==> config.mk <==
export PLATFORM = sky130hd
export DESIGN_NAME = lat_tracker
export DESIGN_NICKNAME = d
export VERILOG_FILES = /design/src/rtl/lat_pkg.sv /design/src/rtl/lat_classify.sv /design/src/rtl/lat_cam.sv /design/src/rtl/lat_tracker.sv
export SDC_FILE = /design/constraint.sdc
export NUM_CORES = 1
export LEC_CHECK = 0
export CAP_MARGIN = 10
export CORE_ASPECT_RATIO = 1.1
export CORE_UTILIZATION = 45
export CTS_CLUSTER_DIAMETER = 120
export DETAILED_ROUTE_END_ITERATION = 10
export GPL_TIMING_DRIVEN = 0
export HOLD_SLACK_MARGIN = 0.1
export PLACE_DENSITY = 0.65
export SETUP_SLACK_MARGIN = 0.4
export SLEW_MARGIN = 10
export SYNTH_ARGS = -nofsm -noshare
export SYNTH_HDL_FRONTEND = slang
export SYNTH_HIERARCHICAL = 1
export SYNTH_SLANG_ARGS = --single-unit
==> constraint.sdc <==
create_clock -name clk -period 5.9 [get_ports clk]
set_input_delay 0.885 -clock clk [delete_from_list [all_inputs] [get_ports clk]]
set_output_delay 0.885 -clock clk [all_outputs]
set_load 0.1 [all_outputs]
==> src/rtl/lat_pkg.sv <==
package lat_pkg;
  typedef enum logic [1:0] {
    ST_READY = 2'b00,
    ST_ALIAS = 2'b01,
    ST_FULL  = 2'b10
  } lat_status_e;

  typedef enum logic [3:0] {
    RT_LOAD    = 4'd0,
    RT_IFETCH  = 4'd1,
    RT_STORE   = 4'd2,
    RT_RMW_RD  = 4'd3,
    RT_RMW_WR  = 4'd4,
    RT_LINK_LD = 4'd5,
    RT_COND_ST = 4'd6,
    RT_LOCK_RD = 4'd7,
    RT_LOCK_WR = 4'd8,
    RT_FLUSH   = 4'd9
  } lat_type_e;
endpackage

==> src/rtl/lat_classify.sv <==
module lat_classify (
  input  logic [3:0] req_type,
  output logic       is_wr
);
  import lat_pkg::*;

  // write-class codes; everything else is read-class
  always_comb begin
    case (req_type)
      RT_STORE, RT_RMW_RD, RT_RMW_WR, RT_LINK_LD,
      RT_COND_ST, RT_LOCK_RD, RT_LOCK_WR, RT_FLUSH: is_wr = 1'b1;
      default:                                      is_wr = 1'b0;
    endcase
  end
endmodule

==> src/rtl/lat_cam.sv <==
module lat_cam #(
  parameter int DEPTH  = 4,
  parameter int LINE_W = 26,
  localparam int IDX_W = (DEPTH > 1) ? $clog2(DEPTH) : 1,
  localparam int OCC_W = $clog2(DEPTH + 1)
) (
  input  logic              clk,
  input  logic              rst,
  input  logic [LINE_W-1:0] look_line,
  output logic              look_hit,
  output logic              has_free,
  input  logic              ins_en,
  input  logic [LINE_W-1:0] ins_line,
  input  logic              rm_en,
  input  logic [LINE_W-1:0] rm_line,
  output logic              rm_hit,
  output logic [OCC_W-1:0]  occ
);
  logic [DEPTH-1:0]  vld;
  logic [LINE_W-1:0] tag [DEPTH];
  logic [DEPTH-1:0]  look_m;
  logic [DEPTH-1:0]  rm_m;
  logic [IDX_W-1:0]  free_idx;

  for (genvar g = 0; g < DEPTH; g++) begin : g_match
    assign look_m[g] = vld[g] && (tag[g] == look_line);
    assign rm_m[g]   = vld[g] && (tag[g] == rm_line);
  end

  assign look_hit = |look_m;
  assign rm_hit   = rm_en && (|rm_m);
  assign has_free = ~&vld;

  always_comb begin
    free_idx = '0;
    for (int i = DEPTH - 1; i >= 0; i--)
      if (!vld[i]) free_idx = IDX_W'(i);
  end

  always_comb begin
    occ = '0;
    for (int i = 0; i < DEPTH; i++)
      occ = occ + OCC_W'(vld[i]);
  end

  always_ff @(posedge clk) begin
    if (rst) begin
      vld <= '0;
    end else begin
      for (int i = 0; i < DEPTH; i++) begin
        if (rm_en && rm_m[i]) vld[i] <= 1'b0;
        if (ins_en && (free_idx == IDX_W'(i))) begin
          vld[i] <= 1'b1;
          tag[i] <= ins_line;
        end
      end
    end
  end


  ins_room_chk: assert property (@(posedge clk) disable iff (rst) ins_en |-> has_free);

  one_entry_chk: assert property (@(posedge clk) disable iff (rst) $onehot0(look_m));
endmodule

==> src/rtl/lat_tracker.sv <==
module lat_tracker #(
  parameter int ADDR_W     = 32,
  parameter int LINE_BYTES = 64,
  parameter int RD_DEPTH   = 4,
  parameter int WR_DEPTH   = 4,
  parameter int MAX_OUT    = 6,
  parameter int CTR_W      = 16,
  localparam int OFS_W     = $clog2(LINE_BYTES),
  localparam int LINE_W    = ADDR_W - OFS_W,
  localparam int CNT_W     = $clog2(MAX_OUT + 1),
  localparam int RD_OCC_W  = $clog2(RD_DEPTH + 1),
  localparam int WR_OCC_W  = $clog2(WR_DEPTH + 1)
) (
  input  logic              clk,
  input  logic              rst,
  input  logic              req_valid,
  input  logic [3:0]        req_type,
  input  logic [ADDR_W-1:0] req_addr,
  input  logic              cmp_valid,
  input  logic              cmp_wr,
  input  logic [ADDR_W-1:0] cmp_addr,
  output logic              rsp_valid,
  output logic [1:0]        rsp_status,
  output logic [CNT_W-1:0]  outstanding,
  output logic [CTR_W-1:0]  cnt_st_on_ld,
  output logic [CTR_W-1:0]  cnt_st_on_st,
  output logic [CTR_W-1:0]  cnt_ld_on_st,
  output logic [CTR_W-1:0]  cnt_ld_on_ld
);
  import lat_pkg::*;

  // line address drops the offset bits
  logic [LINE_W-1:0] req_line, cmp_line;
  logic              unused_ofs;
  assign req_line   = req_addr[ADDR_W-1:OFS_W];
  assign cmp_line   = cmp_addr[ADDR_W-1:OFS_W];
  assign unused_ofs = ^{req_addr[OFS_W-1:0], cmp_addr[OFS_W-1:0]};

  logic is_wr;
  lat_classify u_cls (.req_type(req_type), .is_wr(is_wr));

  logic rd_hit, rd_free, rd_rm, ins_rd;
  logic wr_hit, wr_free, wr_rm, ins_wr;
  logic [RD_OCC_W-1:0] rd_occ;
  logic [WR_OCC_W-1:0] wr_occ;

  lat_cam #(.DEPTH(RD_DEPTH), .LINE_W(LINE_W)) u_rd_tab (
    .clk(clk), .rst(rst), .look_line(req_line), .look_hit(rd_hit), .has_free(rd_free),
    .ins_en(ins_rd), .ins_line(req_line), .rm_en(cmp_valid && !cmp_wr),
    .rm_line(cmp_line), .rm_hit(rd_rm), .occ(rd_occ));

  lat_cam #(.DEPTH(WR_DEPTH), .LINE_W(LINE_W)) u_wr_tab (
    .clk(clk), .rst(rst), .look_line(req_line), .look_hit(wr_hit), .has_free(wr_free),
    .ins_en(ins_wr), .ins_line(req_line), .rm_en(cmp_valid && cmp_wr),
    .rm_line(cmp_line), .rm_hit(wr_rm), .occ(wr_occ));

  lat_status_e nxt_status;
  logic        at_max;
  logic        ev_sl, ev_ss, ev_ls, ev_ll;
  assign at_max = (int'(outstanding) >= MAX_OUT);

  // decision order is full, cross-class alias, same-class alias, room
  always_comb begin
    nxt_status = ST_READY;
    ins_rd = 1'b0; ins_wr = 1'b0;
    ev_sl = 1'b0; ev_ss = 1'b0; ev_ls = 1'b0; ev_ll = 1'b0;
    if (req_valid) begin
      if (at_max) begin
        nxt_status = ST_FULL;
      end else if (is_wr) begin
        if (rd_hit)        begin nxt_status = ST_ALIAS; ev_sl = 1'b1; end
        else if (wr_hit)   begin nxt_status = ST_ALIAS; ev_ss = 1'b1; end
        else if (!wr_free) nxt_status = ST_FULL;
        else               ins_wr = 1'b1;
      end else begin
        if (wr_hit)        begin nxt_status = ST_ALIAS; ev_ls = 1'b1; end
        else if (rd_hit)   begin nxt_status = ST_ALIAS; ev_ll = 1'b1; end
        else if (!rd_free) nxt_status = ST_FULL;
        else               ins_rd = 1'b1;
      end
    end
  end

  logic ins_any, rm_any;
  assign ins_any = ins_rd || ins_wr;
  assign rm_any  = rd_rm || wr_rm;

  always_ff @(posedge clk) begin
    if (rst) begin
      rsp_valid    <= 1'b0;
      rsp_status   <= ST_READY;
      outstanding  <= '0;
      cnt_st_on_ld <= '0;
      cnt_st_on_st <= '0;
      cnt_ld_on_st <= '0;
      cnt_ld_on_ld <= '0;
    end else begin
      rsp_valid   <= req_valid;
      if (req_valid) rsp_status <= nxt_status;
      outstanding <= outstanding + CNT_W'(ins_any) - CNT_W'(rm_any);
      if (ev_sl) cnt_st_on_ld <= cnt_st_on_ld + 1'b1;
      if (ev_ss) cnt_st_on_st <= cnt_st_on_st + 1'b1;
      if (ev_ls) cnt_ld_on_st <= cnt_ld_on_st + 1'b1;
      if (ev_ll) cnt_ld_on_ld <= cnt_ld_on_ld + 1'b1;
    end
  end


  count_sum_chk: assert property (@(posedge clk) disable iff (rst)
    int'(outstanding) == int'(rd_occ) + int'(wr_occ));

  count_max_chk: assert property (@(posedge clk) disable iff (rst)
    int'(outstanding) <= MAX_OUT);

  full_first_chk: assert property (@(posedge clk) disable iff (rst)
    (req_valid && at_max) |=> (rsp_status == ST_FULL) && $stable(cnt_st_on_ld)
      && $stable(cnt_st_on_st) && $stable(cnt_ld_on_st) && $stable(cnt_ld_on_ld));

  excl_line_chk: assert property (@(posedge clk) disable iff (rst) !(rd_hit && wr_hit));

  rsp_rise_chk: assert property (@(posedge clk) disable iff (rst) req_valid |=> rsp_valid);

  rsp_idle_chk: assert property (@(posedge clk) disable iff (rst) !req_valid |=> !rsp_valid);

  status_code_chk: assert property (@(posedge clk) disable iff (rst) rsp_status != 2'b11);
endmodule

# After elaboration in Yosys (flattened, before gate mapping)
# Memory sizes are Yosys's and may differ from the RTL's.
# Cells that the tools add are included.
[word_totals]
reg_bits = 78
ram_bits = 208
romBits = 16
in_bits = 73
out_inout_bits = 70
wordCells = 210
n_memories = 3
[mem_list]
columns = ["name", "depth", "word_bits", "read_ports", "rd_clocked_by_memory_dff", "write_ports", "line_no", "source"]
rows = [
  ["u_rd_tab.tag", 4, 26, 4, 0, 1, "lat_cam.sv:20", "logic [LINE_W-1:0] tag [DEPTH];"],
  ["u_wr_tab.tag", 4, 26, 4, 0, 1, "lat_cam.sv:20", ""],
  ["(no name shown)", 16, 1, 1, 0, 0, "lat_classify.sv:9", "case (req_type)"],
]
[classes]
addsub = 6
n_lt_le_gt_ge = 1
eq_ne = 22
mux = 102
reduce_logical = 61
[ops]
columns = ["operator", "count"]
rows = [
  ["26-bit == test", 16],
  ["26-bit 2-to-1 mux", 6],
  ["26-bit OR reduction", 6],
  ["1-bit 2-to-1 mux", 74],
  ["16-bit by 1-bit adder with 16-bit output, second input constant", 4],
  ["2-bit 2-to-1 mux", 22],
  ["1-bit logical AND", 36],
  ["2-bit nonzero test", 8],
  ["4-bit OR reduction", 4],
  ["2-bit == test, second input constant", 4],
  ["4-bit AND reduction", 2],
  ["2-bit by 1-bit == test with 1-bit output, second input constant", 2],
  ["2-bit logical NOT", 2],
  ["3-bit by 1-bit adder with 3-bit output", 1],
  ["3-bit greater-or-equal comparator, second input constant", 1],
  ["3-bit by 1-bit subtractor with 3-bit output", 1],
  ["1-bit logical OR", 2],
  ["1-bit logical NOT", 1],
]

# Logic depth before layout (Yosys ltp)
# Gate-level depths: netlist (run 1).
[depth]
depth_word = 16
ltp_mapped = 17
depth_no_buf = 15

# Cells and area by module
# Netlist (run 1), hierarchy kept.
[modules_own_cells]
columns = ["mod", "instances", "cells_per_inst", "area_each_um2", "seq_area_each_um2"]
rows = [
  ["lat_cam (u_wr_tab)", 1, 445, 5931.9, 3203.1],
  ["lat_cam (u_rd_tab)", 1, 450, 5901.9, 3203.1],
  ["lat_tracker", 1, 387, 3349.5, 1401.3],
  ["lat_classify", 1, 2, 15.0, 0.0],
]

# Worst setup path before layout (run 1)
# No wires, ideal clock.
[synth_path]
path_kind = "input -> register"
start = "input req_addr[24]"
end = "memory u_rd_tab.tag[3][0], enable pin"
setup_time_ns = 0.488
arrival_ns = 4.892
required_ns = 5.412
setup_slack_ns = 0.521
cell_stages = 11
path_buffers = 2
path_cell_list = "clkbuf_1 -> xor2_1 -> nor4_1 -> nand4_1 -> nand4_1 -> buf_2 -> nor2_1 -> nand2_1 -> nor2_1 -> nand2_1 -> nor4b_1"
[synth_via]
elab_chain_len = 16
word_cells_on_any_way = 48
cone_classes = "eq/ne (8); mux (23); reduce/logical (17)"
[synth_rtl]
columns = ["item", "line_no", "source"]
rows = [
  ["start, declared", "lat_tracker.sv:18", "input logic [ADDR_W-1:0] req_addr,"],
  ["26-bit == test", "lat_cam.sv:26", "assign look_m[g] = vld[g] && (tag[g] == look_line);"],
  ["1-bit logical AND", "lat_cam.sv:26", ""],
  ["4-bit OR reduction *", "lat_cam.sv:30", "assign look_hit = |look_m;"],
  ["named net rd_hit", "lat_tracker.sv:42", "logic rd_hit, rd_free, rd_rm, ins_rd;"],
  ["1-bit 2-to-1 mux *", "lat_tracker.sv:77", "else if (rd_hit) begin nxt_status = ST_ALIAS; ev_ll = 1'b1; end"],
  ["1-bit 2-to-1 mux *", "lat_tracker.sv:76", "if (wr_hit) begin nxt_status = ST_ALIAS; ev_ls = 1'b1; end"],
  ["1-bit 2-to-1 mux *", "lat_tracker.sv:70", "end else if (is_wr) begin"],
  ["1-bit 2-to-1 mux *", "lat_tracker.sv:68", "if (at_max) begin"],
  ["1-bit 2-to-1 mux *", "lat_tracker.sv:67", "if (req_valid) begin"],
  ["named net ins_rd", "lat_tracker.sv:42", ""],
  ["1-bit logical AND", "lat_cam.sv:52", "if (ins_en && (free_idx == IDX_W'(i))) begin"],
  ["1-bit 2-to-1 mux", "lat_cam.sv:52", ""],
  ["1-bit 2-to-1 mux", "lat_cam.sv:47", "if (rst) begin"],
  ["1-bit 2-to-1 mux (not written as such)", "lat_cam.sv:54", "tag[i] <= ins_line;"],
  ["26-bit OR reduction (no line)", "-", ""],
  ["2-bit 2-to-1 mux (no line) / 1-bit 2-to-1 mux (equally long branches) (3 in series)", "-", ""],
  ["end, declared", "lat_cam.sv:20", ""],
]
# Mark *: on every way through the listed nets, which the timed path passes. The rest lies on a longest branch.

# Final worst setup path (run 1)
[layout_path]
start = "input req_addr[28]"
end = "memory u_rd_tab.tag[1][19], enable pin"
# The elaborated chain is that of the path after synthesis.

==> run_results.csv, run 1 <==
group,metric,value,unit
worst_setup_path,path_max_fanout,13,
synth,yosysWarnings,6,
job,max-cap-violations,0,
clock_network,cts_max_path_buffers,3,
clock_network,clock-sinks,286,
final_layout,nNetsFinal,1527,
worst_setup_path,r2r_cells,13,
floorplanning,num_io_pins,143,
timing,fmax,196,MHz
timing,tightest_slew,1160,ps
worst_setup_path,cp_data_required_time,6120,ps
pwr,clockPowerShare,42.5,%
pwr,power,4.66,mW
final_layout,layout-drive-gt1-share,10.0,%
synth,syn_area,15100,um^2
final_layout,antennaDiodeCount,0,
grt,grt_overflow,0,
clock_network,clkTransAtPathRegs,60,ps
routing,viasPerCell,5.64,
routing,ant_nets,0,
final_layout,multi_input_area,6850,um^2
floorplanning,initial_core_util,46.2,%
pwr,powerDensity,257,nW/um^2
pwr,combPwrFrac,10.1,%
worst_setup_path,crit_type,"in2reg",
clock_network,cts_max_level,2,
placed_design,place_congestion,0.909,
worst_hold_path,min_from,"cnt_ld_on_ld[15]",
pwr,intPower,3.54,mW
timing,setup_viol,0,
clock_network,cts_setup_buffers,0,
worst_setup_path,worstReg2RegEnd,"u_rd_tab/tag[1][19]",
synth,syn_inst,1270,
grt,grt_pass1_vias,10594,
routing,avgRoutedWirePerCell,23.5,um
pwr,switchingPower,1.13,mW
placed_design,io_buffers,121,
floorplanning,die_h,194,um
clock_network,insertion_delay,510,ps
routing,drt_iter0_drc,937,
worst_hold_path,min_to,"cnt_ld_on_ld[15]",
floorplanning,die_w,177,um
timing,fin_crit,5090,ps
worst_hold_path,hold_path.class,"reg2reg",
timing,rsz0062_at_grt,"no",
worst_setup_path,startpoint_type,"input port",
synth,synth.avg_cell_area,11.9,um^2
routing,dr_total_vias,10666,
worst_setup_path,cp.arrival,5320,ps
placed_design,dp_hpwl,33600,um
run_status,outcome,"complete, no violations",
clock_network,cts_resized,0,
grt,grt_pass1_wl,65900,um
clock_network,cts_tree,"done",
worst_hold_path,holdPathStages,2,
pwr,leakage,5.63,nW
floorplanning,core,32600,um^2
timing,relSlewSlack,21.7,%
floorplanning,dieArea,34200,um^2
grt,antenna_found_initial,0,
timing,fin_crit_sh,86.3,%
final_layout,nFillCells,2782,
timing,whs,490,ps
timing,finClkSkew,14.8,ps
pwr,swShare,24.1,%
routing,dr.pass1.iters,7,
routing,drc,0,
clock_network,cts-root-buf,"clkbuf_16",
routing,routed.top_layer,"met4",
timing,slew_violations,0,
routing,drt_wl_total,44400,um
timing,hold_viol_final,0,
grt,grt_max_degree,28,
clock_network,numCtsBuffers,34,
final_layout,area_growth,20.2,%
grt,grt_usage,26.0,%
pwr,pwr-share-seq,47.4,%
worst_setup_path,reg2reg_from,"u_rd_tab/tag[0][22]",
routing,wl_met2,20800,um
routing,wl_met1,18600,um
floorplanning,rows,69,
worst_setup_path,reg2reg_slack,1990,ps
routing,wl_met3,3900,um
clock_network,ctsHoldBuffers,0,
worst_setup_path,crit_path_end_kind,"flip-flop",
final_layout,ff_latch_area,7810,um^2
synth,syn_nets,1354,
pwr,vdd_drop_max,0.249,mV
-- through the flow --
step / setup TNS (ps) / utilization (%) / instance area [um^2] / cells / setup WS (ps)
after detailed placement: 0 / 52.3 / 17100 / 1833 / 408
after global placement: -321190 / 51.5 / 16800 / 1817 / -3360
after global routing: 0 / 55.5 / 18100 / 1891 / 734
final: 0 / 55.5 / 18100 / 1891 / 806
after CTS: 0 / 55.5 / 18100 / 1891 / 966
after floorplan: 0 / - / 15100 / 1270 / 521
-- per-layer routing --
layer | vias up | global-route usage [%]
li1 | 4870 | -
met1 | 5221 | 34.7
met2 | 497 | 42.3
met3 | 78 | 5.73
met4 | 0 | 7.22
met5 | - | 0
-- cell type report --
cell class / count / share of cell area [%]
Sequential cell: 286 / 43.1
Multi-Input combinational cell: 898 / 37.8
Timing Repair Buffer: 137 / 7.78
Clock buffer: 48 / 5.50
Tap cell: 426 / 2.94
Buffer: 67 / 2.23
Inverter: 19 / 0.394
Clock inverter: 10 / 0.256
-- cell usage in the layout (no fill, tap or decap), drive strengths merged, types with 3 or more instances in the layout --
cell type      count
xnor2            330
edfxtp           208
xor2             125
clkdlybuf4s50    121
nand4            113
clkbuf            80
dfxtp             78
nor2              62
nor4              52
buf               51
nand3             30
nand2             28
a21oi             23
nor3              23
or3               20
inv               19
o21ai             15
ha                10
a31o              10
clkinv            10
nor2b              9
and4               5
or2                4
mux2               4
and2               4
or4                4
nand2b             3
nand4b             3
nand3b             3
-- power by group through the flow --
stage / sequential [mW] / clock, mW / combinational, mW
finish: 2.21 / 1.98 / 0.472
CTS: 2.21 / 2.02 / 0.468
floorplan: 2.27 / 0 / 0.237
detailed placement: 2.25 / 0 / 0.465
global route: 2.21 / 2.10 / 0.496
global placement: 2.25 / 0 / 0.455
-- registers in the layout (all words and copies together) (netlist names) --
name and count:
u_wr_tab/tag 104, cnt_ld_on_st 16, rsp_status 2, cnt_ld_on_ld 16
outstanding 3, u_rd_tab/vld 4, cnt_st_on_st 16, cnt_st_on_ld 16
u_wr_tab/vld 4, u_rd_tab/tag 104, rsp_valid 1
-- worst max path at each step --
stage	start	endpoint	slack (ps)	cells after the start
2_1_floorplan	req_addr[24]	u_rd_tab/tag[3][0]	520	11
3_3_place_gp	req_addr[28]	u_rd_tab/tag[3][9]	-3360	12
3_5_place_dp	req_addr[28]	u_rd_tab/tag[1][7]	410	15
4_1_cts	req_addr[28]	u_rd_tab/tag[1][19]	970	15
5_1_grt	req_addr[28]	u_rd_tab/tag[1][19]	730	15
6_report	req_addr[28]	u_rd_tab/tag[1][19]	810	15
-- critical path, stage by stage --
cell             delay [ps]
clkdlybuf4s50_1         920
clkbuf_1                310
xor2_1                  480
nor4_1                  160
nand4_1                 170
nand4_1                 220
buf_2                   250
nor2_1                  150
nand2_1                 100
nor2_1                  160
nand2_1                 200
nor3_2                  620
buf_4                   340
buf_6                   180
buf_6                   150
No activity file was read; power rests on OpenSTA's default activity.
==> run 2: changes to the inputs <==
REMOVE_ABC_BUFFERS = 1   (was not set)
==> run 2 against run 1 <==
  * Global-route usage down 0.17 points
  * Count of clock-buffer cells in the layout fell by 5
  * Routed wire length up 0.19%
  * Sequential power is essentially flat
  * Critical path type unchanged
==> run_results.csv, run 2 (synthesized netlist as in run 1, its figures left out) <==
group,metric,value,unit
clock_network,clkTransAtPathRegs,60,ps
final_layout,final_common_cell,"xnor2_1",
grt,grt_overflow,0,
floorplanning,die_h,194,um
pwr,powerDensity,263,nW/um^2
routing,drt_wl_total,44500,um
timing,finClkSkew,12.2,ps
clock_network,cts_setup_buffers,0,
worst_setup_path,startpoint_type,"input port",
routing,drt_iter0_drc,1052,
floorplanning,num_io_pins,143,
placed_design,io_buffers,129,
timing,slew_violations,0,
routing,dr_total_vias,10526,
timing,tightest_slew,1340,ps
worst_setup_path,cpPeakStageDelay,1130,ps
final_layout,layout-drive-gt1-share,7.77,%
routing,avgRoutedWirePerCell,24.3,um
pwr,vdd_drop_max,0.272,mV
timing,tns,0,ps
final_layout,area_growth,17.5,%
worst_setup_path,cpLargestDelayFamily,"simple AND/OR/NAND/NOR gates",
worst_setup_path,cp_cell_sequence,"clkdlybuf4s50_1 -> xnor2_1 -> nand4_1 -> nor4_1 -> nand4_1 -> nand4_1 -> nor2_1 -> nand2_1 -> nor2_1 -> nor2b_1 -> nand3_1 -> nor3b_2 -> buf_6",
clock_network,cts-root-buf,"clkbuf_16",
floorplanning,initial_core_util,46.2,%
placed_design,dp_hpwl,28400,um
final_layout,nFillCells,2801,
timing,hold_viol_final,0,
worst_hold_path,hold_path.class,"reg2reg",
floorplanning,die_w,177,um
worst_setup_path,slowest_stage,"clkdlybuf4s50_1",
routing,ant_nets,0,
placed_design,place_congestion,0.853,
worst_setup_path,critPathBufInv,2,
clock_network,cts_resized,0,
final_layout,fin_util,54.3,%
placed_design,placed_cells,1771,
timing,fmax,194,MHz
floorplanning,rows,69,
final_layout,layout_common_cells,"320 x xnor2_1, 208 x edfxtp_1, 128 x clkdlybuf4s50_1",
final_layout,nNetsFinal,1462,
clock_network,cts_max_path_buffers,3,
timing,setup_viol,0,
pwr,leakage,5.40,nW
run_status,outcome,"complete, no violations",
clock_network,cts_tree,"done",
routing,dr.pass1.iters,7,
clock_network,numCtsBuffers,31,
final_layout,antennaDiodeCount,0,
routing,drc,0,
grt,grt_pass1_vias,10349,
clock_network,cts_max_level,1,
floorplanning,core,32600,um^2
worst_setup_path,crit_top_cell,"nand4_1",
timing,rsz0062_at_grt,"no",
grt,grt_usage,25.8,%
worst_setup_path,cp.arrival,5430,ps
worst_setup_path,crit_type,"in2reg",
timing,fin_crit_sh,87.5,%
final_layout,layout.cells.non_filler,1828,
worst_setup_path,path_max_fanout,16,
worst_setup_path,crit_path_end_kind,"flip-flop",
job,max-cap-violations,0,
clock_network,ctsHoldBuffers,0,
clock_network,clock-sinks,286,
grt,grt_pass1_wl,65200,um
routing,viasPerCell,5.76,
grt,grt_max_degree,79,
final_layout,reg_top3,"u_rd_tab/tag: 104 flops, u_wr_tab/tag: 104 flops",
floorplanning,dieArea,34200,um^2
timing,relSlewSlack,10.3,%
grt,antenna_found_initial,0,
timing,fin_crit,5160,ps
worst_setup_path,cp_data_required_time,6160,ps
clock_network,insertion_delay,560,ps
-- run 2: routing by layer --
metal	vias to the layer above	routed length [um]	GRT usage [%]
met5	-	0	0
met4	0	1250	7.63
met3	83	3810	3.98
met2	512	20500	41.6
met1	5197	18900	35.8
li1	4734	-	-
-- run 2: path summary, 6_finish.rpt --
kind,end,cells after the start,slack [ps],start
max,u_wr_tab/tag[3][4],13,740,req_addr[22]
min reg2reg,rsp_status[0],2,490,rsp_status[0]
max reg2reg,u_wr_tab/tag[3][4],12,1950,u_rd_tab/tag[0][19]
min,rsp_status[0],2,490,rsp_status[0]
-- run 2: layout make-up --
cell class | count | area (um^2) | share of cell area (%)
Clock buffer | 43 | 861 | 4.86
Tap cell | 426 | 533 | 3.01
Sequential cell | 286 | 7810 | 44.1
Multi-Input combinational cell | 898 | 6840 | 38.6
Timing Repair Buffer | 142 | 1430 | 8.08
Clock inverter | 14 | 173 | 0.974
Inverter | 19 | 71.3 | 0.402
-- run 2: per-stage QoR --
step | hold slack [ps] | instance area [um^2] | power [mW] | setup slack [ps]
floorplan | 538 | 14700 | 2.46 | 664
global placement | 456 | 16500 | 2.70 | -2810
detailed placement | 477 | 16700 | 2.71 | 204
CTS | 488 | 17700 | 4.68 | 758
global route | 497 | 17700 | 4.78 | 446
finish | 490 | 17700 | 4.66 | 735
-- run 2: power breakdown --
part           internal (mW)  switching [mW]  total (mW)  leakage [nW]
logic                  0.168           0.294       0.462          2.39
registers               2.18          0.0226        2.21          2.51
clock network           1.19           0.804        1.99         0.504
total                   3.54            1.12        4.66          5.40
-- run 2: worst reg2reg max path, delay by kind of cell, from the launching register on --
kind / cells / cell delay [ps]
AND/OR/NAND/NOR: 10 / 2780
flip-flops: 1 / 440
buffers and inverters: 1 / 270
XOR/XNOR: 1 / 170
